### src/rtl/div_pkg.sv
package div_pkg;
  typedef enum logic [1:0] {
    ST_IDLE = 2'd0,
    ST_ITER = 2'd1,
    ST_FIX  = 2'd2
  } div_state_e;
endpackage

### src/rtl/div_operand_prep.sv
// Turns the raw operands into magnitudes, result signs and an illegal flag.
module div_operand_prep #(
  parameter int W = 32
) (
  input  logic [W-1:0] num,
  input  logic [W-1:0] den,
  input  logic         sgn,
  output logic [W-1:0] num_mag,
  output logic [W-1:0] den_mag,
  output logic         neg_quo,
  output logic         neg_rem,
  output logic         illegal
);
  localparam logic [W-1:0] MOST_NEG = {1'b1, {(W-1){1'b0}}};
  localparam logic [W-1:0] ALL_ONES = {W{1'b1}};

  logic num_neg, den_neg;

  always_comb begin
    num_neg = sgn & num[W-1];
    den_neg = sgn & den[W-1];
    num_mag = num_neg ? (~num + 1'b1) : num;
    den_mag = den_neg ? (~den + 1'b1) : den;
    neg_quo = num_neg ^ den_neg;
    neg_rem = num_neg;
    illegal = (den == '0) | (sgn & (den == ALL_ONES) & (num == MOST_NEG));
  end
endmodule

### src/rtl/div_step.sv
// One restoring shift-subtract iteration on unsigned magnitudes.
module div_step #(
  parameter int W = 32
) (
  input  logic [W-1:0] rem_in,
  input  logic [W-1:0] quo_in,
  input  logic [W-1:0] den_mag,
  output logic [W-1:0] rem_out,
  output logic [W-1:0] quo_out
);
  logic [W:0] trial;
  logic [W:0] diff;
  logic       take;

  always_comb begin
    trial   = {rem_in, quo_in[W-1]};
    diff    = trial - {1'b0, den_mag};
    take    = ~diff[W];
    rem_out = take ? diff[W-1:0] : trial[W-1:0];
    quo_out = {quo_in[W-2:0], take};
  end
endmodule

### src/rtl/int_divider.sv
module int_divider #(
  parameter int W    = 32,
  parameter int IDXW = 5
) (
  input  logic            clk,
  input  logic            rst_n,
  input  logic            in_valid,
  output logic            in_ready,
  input  logic [W-1:0]    dividend,
  input  logic [W-1:0]    divisor,
  input  logic            is_signed,
  input  logic            ext_mode,
  input  logic [IDXW-1:0] dst_idx,
  output logic            done,
  output logic [W-1:0]    quotient,
  output logic [W-1:0]    remainder,
  output logic            wr_en_q,
  output logic            wr_en_r,
  output logic [IDXW-1:0] q_idx,
  output logic [IDXW-1:0] r_idx,
  output logic            ovf
);
  import div_pkg::*;

  localparam int CW = (W > 1) ? $clog2(W) : 1;
  localparam logic [CW-1:0] LAST = CW'(W - 1);

  div_state_e    state;
  logic [CW-1:0] iter_cnt;
  logic [W-1:0]  part_rem, part_quo, den_q;
  logic          neg_quo_q, neg_rem_q, illegal_q, ext_q;
  logic [IDXW-1:0] idx_q;

  logic [W-1:0] p_num, p_den, s_rem, s_quo;
  logic         p_negq, p_negr, p_bad;
  logic         accept;

  assign in_ready = (state == ST_IDLE);
  assign accept   = in_valid & in_ready;

  div_operand_prep #(.W(W)) u_prep (
    .num(dividend), .den(divisor), .sgn(is_signed),
    .num_mag(p_num), .den_mag(p_den),
    .neg_quo(p_negq), .neg_rem(p_negr), .illegal(p_bad)
  );

  div_step #(.W(W)) u_step (
    .rem_in(part_rem), .quo_in(part_quo), .den_mag(den_q),
    .rem_out(s_rem), .quo_out(s_quo)
  );

  always_ff @(posedge clk or negedge rst_n) begin
    if (!rst_n) begin
      state     <= ST_IDLE;
      iter_cnt  <= '0;
      part_rem  <= '0;
      part_quo  <= '0;
      den_q     <= '0;
      neg_quo_q <= 1'b0;
      neg_rem_q <= 1'b0;
      illegal_q <= 1'b0;
      ext_q     <= 1'b0;
      idx_q     <= '0;
      done      <= 1'b0;
      wr_en_q   <= 1'b0;
      wr_en_r   <= 1'b0;
      ovf       <= 1'b0;
      quotient  <= '0;
      remainder <= '0;
      q_idx     <= '0;
      r_idx     <= '0;
    end else begin
      done    <= 1'b0;
      wr_en_q <= 1'b0;
      wr_en_r <= 1'b0;
      unique case (state)
        ST_IDLE: begin
          if (accept) begin
            part_rem  <= '0;
            part_quo  <= p_num;
            den_q     <= p_den;
            neg_quo_q <= p_negq;
            neg_rem_q <= p_negr;
            illegal_q <= p_bad;
            ext_q     <= ext_mode;
            idx_q     <= dst_idx;
            iter_cnt  <= '0;
            state     <= p_bad ? ST_FIX : ST_ITER;
          end
        end
        ST_ITER: begin
          part_rem <= s_rem;
          part_quo <= s_quo;
          iter_cnt <= iter_cnt + 1'b1;
          if (iter_cnt == LAST) state <= ST_FIX;
        end
        ST_FIX: begin
          done    <= 1'b1;
          ovf     <= illegal_q;
          wr_en_q <= ~illegal_q;
          wr_en_r <= ~illegal_q & ext_q;
          q_idx   <= idx_q;
          r_idx   <= idx_q + 1'b1;
          if (!illegal_q) begin
            quotient  <= neg_quo_q ? (~part_quo + 1'b1) : part_quo;
            remainder <= neg_rem_q ? (~part_rem + 1'b1) : part_rem;
          end
          state <= ST_IDLE;
        end
        default: state <= ST_IDLE;
      endcase
    end
  end
endmodule

### config.mk
export PLATFORM = sky130hd
export DESIGN_NAME = int_divider
export DESIGN_NICKNAME = d
export VERILOG_FILES = /design/src/rtl/div_pkg.sv /design/src/rtl/div_operand_prep.sv /design/src/rtl/div_step.sv /design/src/rtl/int_divider.sv
export SDC_FILE = /design/constraint.sdc
export NUM_CORES = 1
export LEC_CHECK = 0
export CAP_MARGIN = 20
export CORE_MARGIN = 2
export CORE_UTILIZATION = 50
export DETAILED_ROUTE_END_ITERATION = 8
export PLACE_DENSITY = 0.78
export SETUP_SLACK_MARGIN = 0.02
export SLEW_MARGIN = 20
export SYNTH_ARGS = -nofsm -noshare
export SYNTH_HDL_FRONTEND = slang
export SYNTH_SLANG_ARGS = --single-unit
### constraint.sdc
create_clock -name clk -period 4.1 [get_ports clk]
set_input_delay 0.82 -clock clk [delete_from_list [all_inputs] [get_ports clk]]
set_output_delay 0.82 -clock clk [all_outputs]
set_load 0.05 [all_outputs]
# == After elaboration in Yosys (flattened, before gate mapping) ==
# Cells that the tools add are included.
# word_totals
wordCells,71
ff_bits,190
inputBits,74
# op_classes
n_addsub,7
muxes,18
bitwise,14
n_eq_ne,7
reduce_logical,7
# ops
op,n
$mux W32,7
$add A32 B1 Y32 const B,4
$not A32 Y32,4
$pmux W32 S2,2
$eq A32 B32 Y1 const B,2
$sub A33 B32 Y33,1
$logic_not A32 Y1,1
$add A5 B1 Y5 const B,2
$pmux W5 S2,1
$reduce_and A2 Y1,4
$and A1 B1 Y1,6
$mux W2,3
$eq A5 B5 Y1 const B,1
$mux W5,1
$pmux W2 S2,1
$mux W1,3
$eq A2 B1 Y1 const B,1
$eq A2 B2 Y1 const B,1
$logic_not A2 Y1,1
$ne A2 B1 Y1 const B,1
$ne A2 B2 Y1 const B,1
$not A1 Y1,2
$reduce_bool A2 Y1,1
$or A1 B1 Y1,1
$xor A1 B1 Y1,1

# == Logic depth before layout (Yosys ltp) ==
# depth
depth_word,7
mapped_depth,12
mapped_depth_nobuf,11

# == By module ==
# Synthesis repeated with hierarchy kept, for this count alone.
# unflattened
hier_cells,1372
hier_area_um2,12878.6
# by_module_without_submodules
module,cells_each,n_inst,area_each_um2
int_divider,797,1,8682.1
div_step,337,1,2603.7
div_operand_prep,238,1,1592.8

# == Worst setup path before layout ==
# Ideal clock, no wire load.
# synth_path
path_type,register to register
from,reg part_rem[6]
to,reg part_rem[8]
n_path_buf,2
stages_incl_launch_ff,12
required_ps,3966
synth_period_minus_slack_ps,2900
setup_slack_ps,1200
arrival_ps,2765
path_cell_list,dfrtp_1 ha_1 clkbuf_1 o21ai_0 a211o_1 a31oi_1 o2111a_1 o21ai_2 xor2_2 buf_2 mux2i_1 o21ai_0
# synth_via
elab_chain_len,3
# synth_lines
item,line_no,source
start: declaration,int_divider.sv:30,"logic [W-1:0] part_rem, part_quo, den_q;"
start signal: assignment,int_divider.sv:92,part_rem <= s_rem;
$sub A33 B32 Y33,div_step.sv:17,"diff = trial - {1'b0, den_mag};"
$mux W32,div_step.sv:19,rem_out = take ? diff[W-1:0] : trial[W-1:0];
$pmux W32 S2,int_divider.sv:76,unique case (state)
# No other way between the ends.
# A chain may end at the register's enable or synchronous reset.

# == Final worst setup path ==
# layout_path
from,reg part_quo[31]
to,reg part_rem[27]
# layout_via
elab_chain_len,3
# layout_lines
item,line_no,source
start: declaration,int_divider.sv:30,
start signal: assignment,int_divider.sv:80,part_quo <= p_num;
start signal: assignment,int_divider.sv:93,part_quo <= s_quo;
$sub A33 B32 Y33,div_step.sv:17,
$mux W32,div_step.sv:19,
$pmux W32 S2,int_divider.sv:76,
# No other way between the ends.

==> results.py <==
metrics = {
    "synthesis": {
        "ys_types": 68,
        "yosys_warnings": 0,
        "syn_inst": 1405,
        "yosysMostFrequentCell": "nand2_1",
        "synth_edf_count": 0,
        "yosys.area.top_type": "dfrtp_1",
        "ys_ff_latch": 190,
        "synth_ff_type": "dfrtp_1",
        "synth_nets": 1520,
        "yosys-top-cells-area": "dfrtp_1 (40%), o21ai_0 (7.5%), nand2_1 (7.4%)",
        "netlist_area_mm2": 0.0119,
        "ys_top_cells_by_count": "nand2_1 (235), dfrtp_1 (190), o21ai_0 (178)",
        "synth.avg_cell_area_um2": 8.49,
        "synth_top_area_share_pct": 39.9,
        "synth-seq-area-share_pct": 39.9,
        "synth-async-reset-ratio_pct": 100,
    },
    "floorplan": {
        "start_util_pct": 50.8,
        "core-area_mm2": 0.0235,
        "dieArea_mm2": 0.0251,
        "die_h_um": 158,
        "die_x_um": 158,
        "io_pins": 153,
        "fp-row-count": 56,
    },
    "route": {
        "drtAntennaViolNets": 0,
        "vias": 10818,
        "post-route-drc-count": 0,
        "post_drt_wl_per_cell_um": 17.3,
        "vias_per_cell": 5.86,
        "firstDrtPassIters": 5,
        "first_iter_violations": 724,
        "routed_wl_mm": 31.9,
    },
    "cts": {
        "cts_buffers": 17,
        "cts_max_level": 4,
        "cts_tree": "yes",
        "post_cts_buffers": 0,
        "clock_latency_ns": 0.44,
        "cts_resized": 0,
        "cts_hold_buffers": 0,
        "clkTransAtPathRegs_ns": 0.07,
        "root_buffer": "clkbuf_16",
        "clkSinkCount": 190,
        "cts_max_path_buffers": 2,
    },
    "final_layout": {
        "drive_gt1_share_pct": 4.84,
        "area.growth.synth_to_final_pct": 20.2,
        "nNetsFinal": 1630,
        "diodes": 0,
    },
    "setup_path": {
        "end_kind": "flip-flop",
        "path_class": "reg -> reg",
        "crit_chain": "inv_1, ha_1, fa_1, nand2b_1, a21o_1, a31oi_1, o2111a_1, o21ai_2, xor2_4, buf_4, or4_1, nand2_1",
        "crit_buf_inv": 2,
        "worstPathRequired_ns": 4.47,
        "crit_fanout": 17,
        "cpPeakStageDelay_ns": 0.56,
        "cp-start-kind": "flip-flop",
        "r2r_slack_ns": 0.74,
        "cp_top_family": "compound AO/OA/AOI/OAI gates",
        "crit_slowest_cell": "or4_1",
        "arrival_ns": 3.73,
    },
    "timing": {
        "rsz0062_at_grt": "false",
        "maxSlewViolCount": 0,
        "setup_slack_ns": 0.737,
        "post-route-period-util_pct": 82.0,
        "slew_headroom_pct": 28.8,
        "worst_clock_skew_ns": 0.0118,
        "setup_violations": 0,
        "fmax_ghz": 0.297,
        "setup_tns_ns": 0,
        "finalCriticalPeriod_ns": 3.36,
        "hold_viol_final": 0,
        "worst_pin_slew_ns": 1.07,
    },
    "grt": {
        "grt_util_met2_pct": 40.7,
        "grt_pass1_vias": 10171,
        "grt_max_degree": 80,
        "grtUsageTotal_pct": 25.8,
        "grt.busiest_layer": "met2",
        "overflow": 0,
        "met1_usage_pct": 37.2,
        "antenna_found_initial": 0,
        "grtUsageMet3_pct": 3.62,
        "grt_pass1_wl_mm": 51.6,
    },
    "worst_hold_path": {
        "hp-class": "in -> async",
    },
    "pwr": {
        "peakVddDrop_mv": 0.435,
        "power_mw": 12.7,
        "p_leak_nw": 6.09,
        "powerDensity_mw_per_mm2": 882,
    },
    "placed_design": {
        "hpwl_mm": 23.7,
        "gp_congestion": 0.942,
        "dpl_worst_slack_ns": 0.439,
        "io_buffers": 152,
    },
    "run_status": {
        "outcome": "completed",
    },
    "job": {
        "cap_violations": 0,
    },
}
-- sequential cells by signal (all words and copies together), names as in the netlist, 2 cells and up --
register / count
den_q: 32
part_quo: 32
part_rem: 32
quotient: 32
remainder: 32
idx_q: 5
iter_cnt: 5
q_idx: 5
r_idx: 5
state: 2
-- worst reg2reg max path, stage by stage (launching register included) --
cell,delay (ns)
dfrtp_1,0.34
inv_1,0.08
ha_1,0.23
fa_1,0.41
nand2b_1,0.20
a21o_1,0.20
a31oi_1,0.33
o2111a_1,0.33
o21ai_2,0.15
xor2_4,0.18
buf_4,0.21
or4_1,0.57
nand2_1,0.10
-- per-stage QoR --
stage	std cells	utilization (%)	hold slack, ns	cell area (um2)
2_1_floorplan	1405	-	0.437	11900
3_3_place_gp	1815	58.6	0.461	13800
3_5_place_dp	1815	58.6	0.468	13800
4_1_cts	1847	61.1	0.419	14300
5_1_grt	1847	61.1	0.441	14300
6_report	1847	61.1	0.394	14300
-- cells in the final DEF, fill, tap and decap left out, types with 16 or more instances in the layout --
cell type / Yosys / final
a21oi_1: 64 / 64
nand2_1: 235 / 235
nor2_1: 65 / 64
a22oi_1: 24 / 24
o31ai_1: 24 / 24
o311ai_0: 18 / 18
xor2_1: 91 / 91
nand4_1: 20 / 20
inv_1: 60 / 60
dfrtp_1: 190 / 190
o21ai_0: 178 / 178
clkbuf_16: 0 / 17
a31oi_1: 16 / 16
nand3_1: 35 / 34
xnor2_1: 54 / 54
nor3_1: 29 / 29
clkdlybuf4s50_1: 0 / 151
ha_1: 40 / 40
-- worst paths after layout --
check / from / to / cells past startpoint
max: part_quo[31]$_DFFE_PN0P_ / part_rem[27]$_DFFE_PN0P_ / 12
max reg2reg: part_quo[31]$_DFFE_PN0P_ / part_rem[27]$_DFFE_PN0P_ / 12
min: rst_n / den_q[19]$_DFFE_PN0P_ / 1
max in group asynchronous: rst_n / den_q[5]$_DFFE_PN0P_ / 2
min reg2reg: remainder[7]$_DFFE_PN0P_ / remainder[7]$_DFFE_PN0P_ / 2
min in group clk: remainder[7]$_DFFE_PN0P_ / remainder[7]$_DFFE_PN0P_ / 2
-- cell families (layout without fill, tap and decap cells) --
| family | count (synthesis) | in the layout | synth area share, % |
|---|---|---|---|
| mux | 16 | 16 | 1.42 |
| fa+ha+maj | 41 | 41 | 4.36 |
| buf+inv | 139 | 262 | 4.38 |
| xor+xnor | 146 | 146 | 10.8 |
| simple gates | 467 | 467 | 18.3 |
| compound gates | 406 | 406 | 20.9 |
| flops | 190 | 190 | 39.9 |
-- per-layer routing --
metal | part of all wire [%] | wire (um)
met5 | 0 | 0
met4 | 1.6 | 507
met3 | 6.5 | 2090
met2 | 46 | 14700
met1 | 46 | 14700
-- where the power goes --
group | total (mW) | switching, mW | leakage, nW | internal (mW)
clock network | 1.67 | 0.802 | 0.285 | 0.865
logic | 7.36 | 4.64 | 3.40 | 2.72
registers | 3.62 | 0.918 | 2.41 | 2.70
-- area by class of cell --
| class | count | area, um2 |
|---|---|---|
| Clock buffer | 19 | 433 |
| Fill cell | 2060 | 9130 |
| Clock inverter | 13 | 149 |
| Multi-Input combinational cell | 1076 | 6690 |
| Sequential cell | 190 | 4750 |
| Inverter | 61 | 229 |
| Timing Repair Buffer | 169 | 1690 |
| Tap cell | 319 | 399 |
No activity file was read; power rests on OpenSTA's default activity.
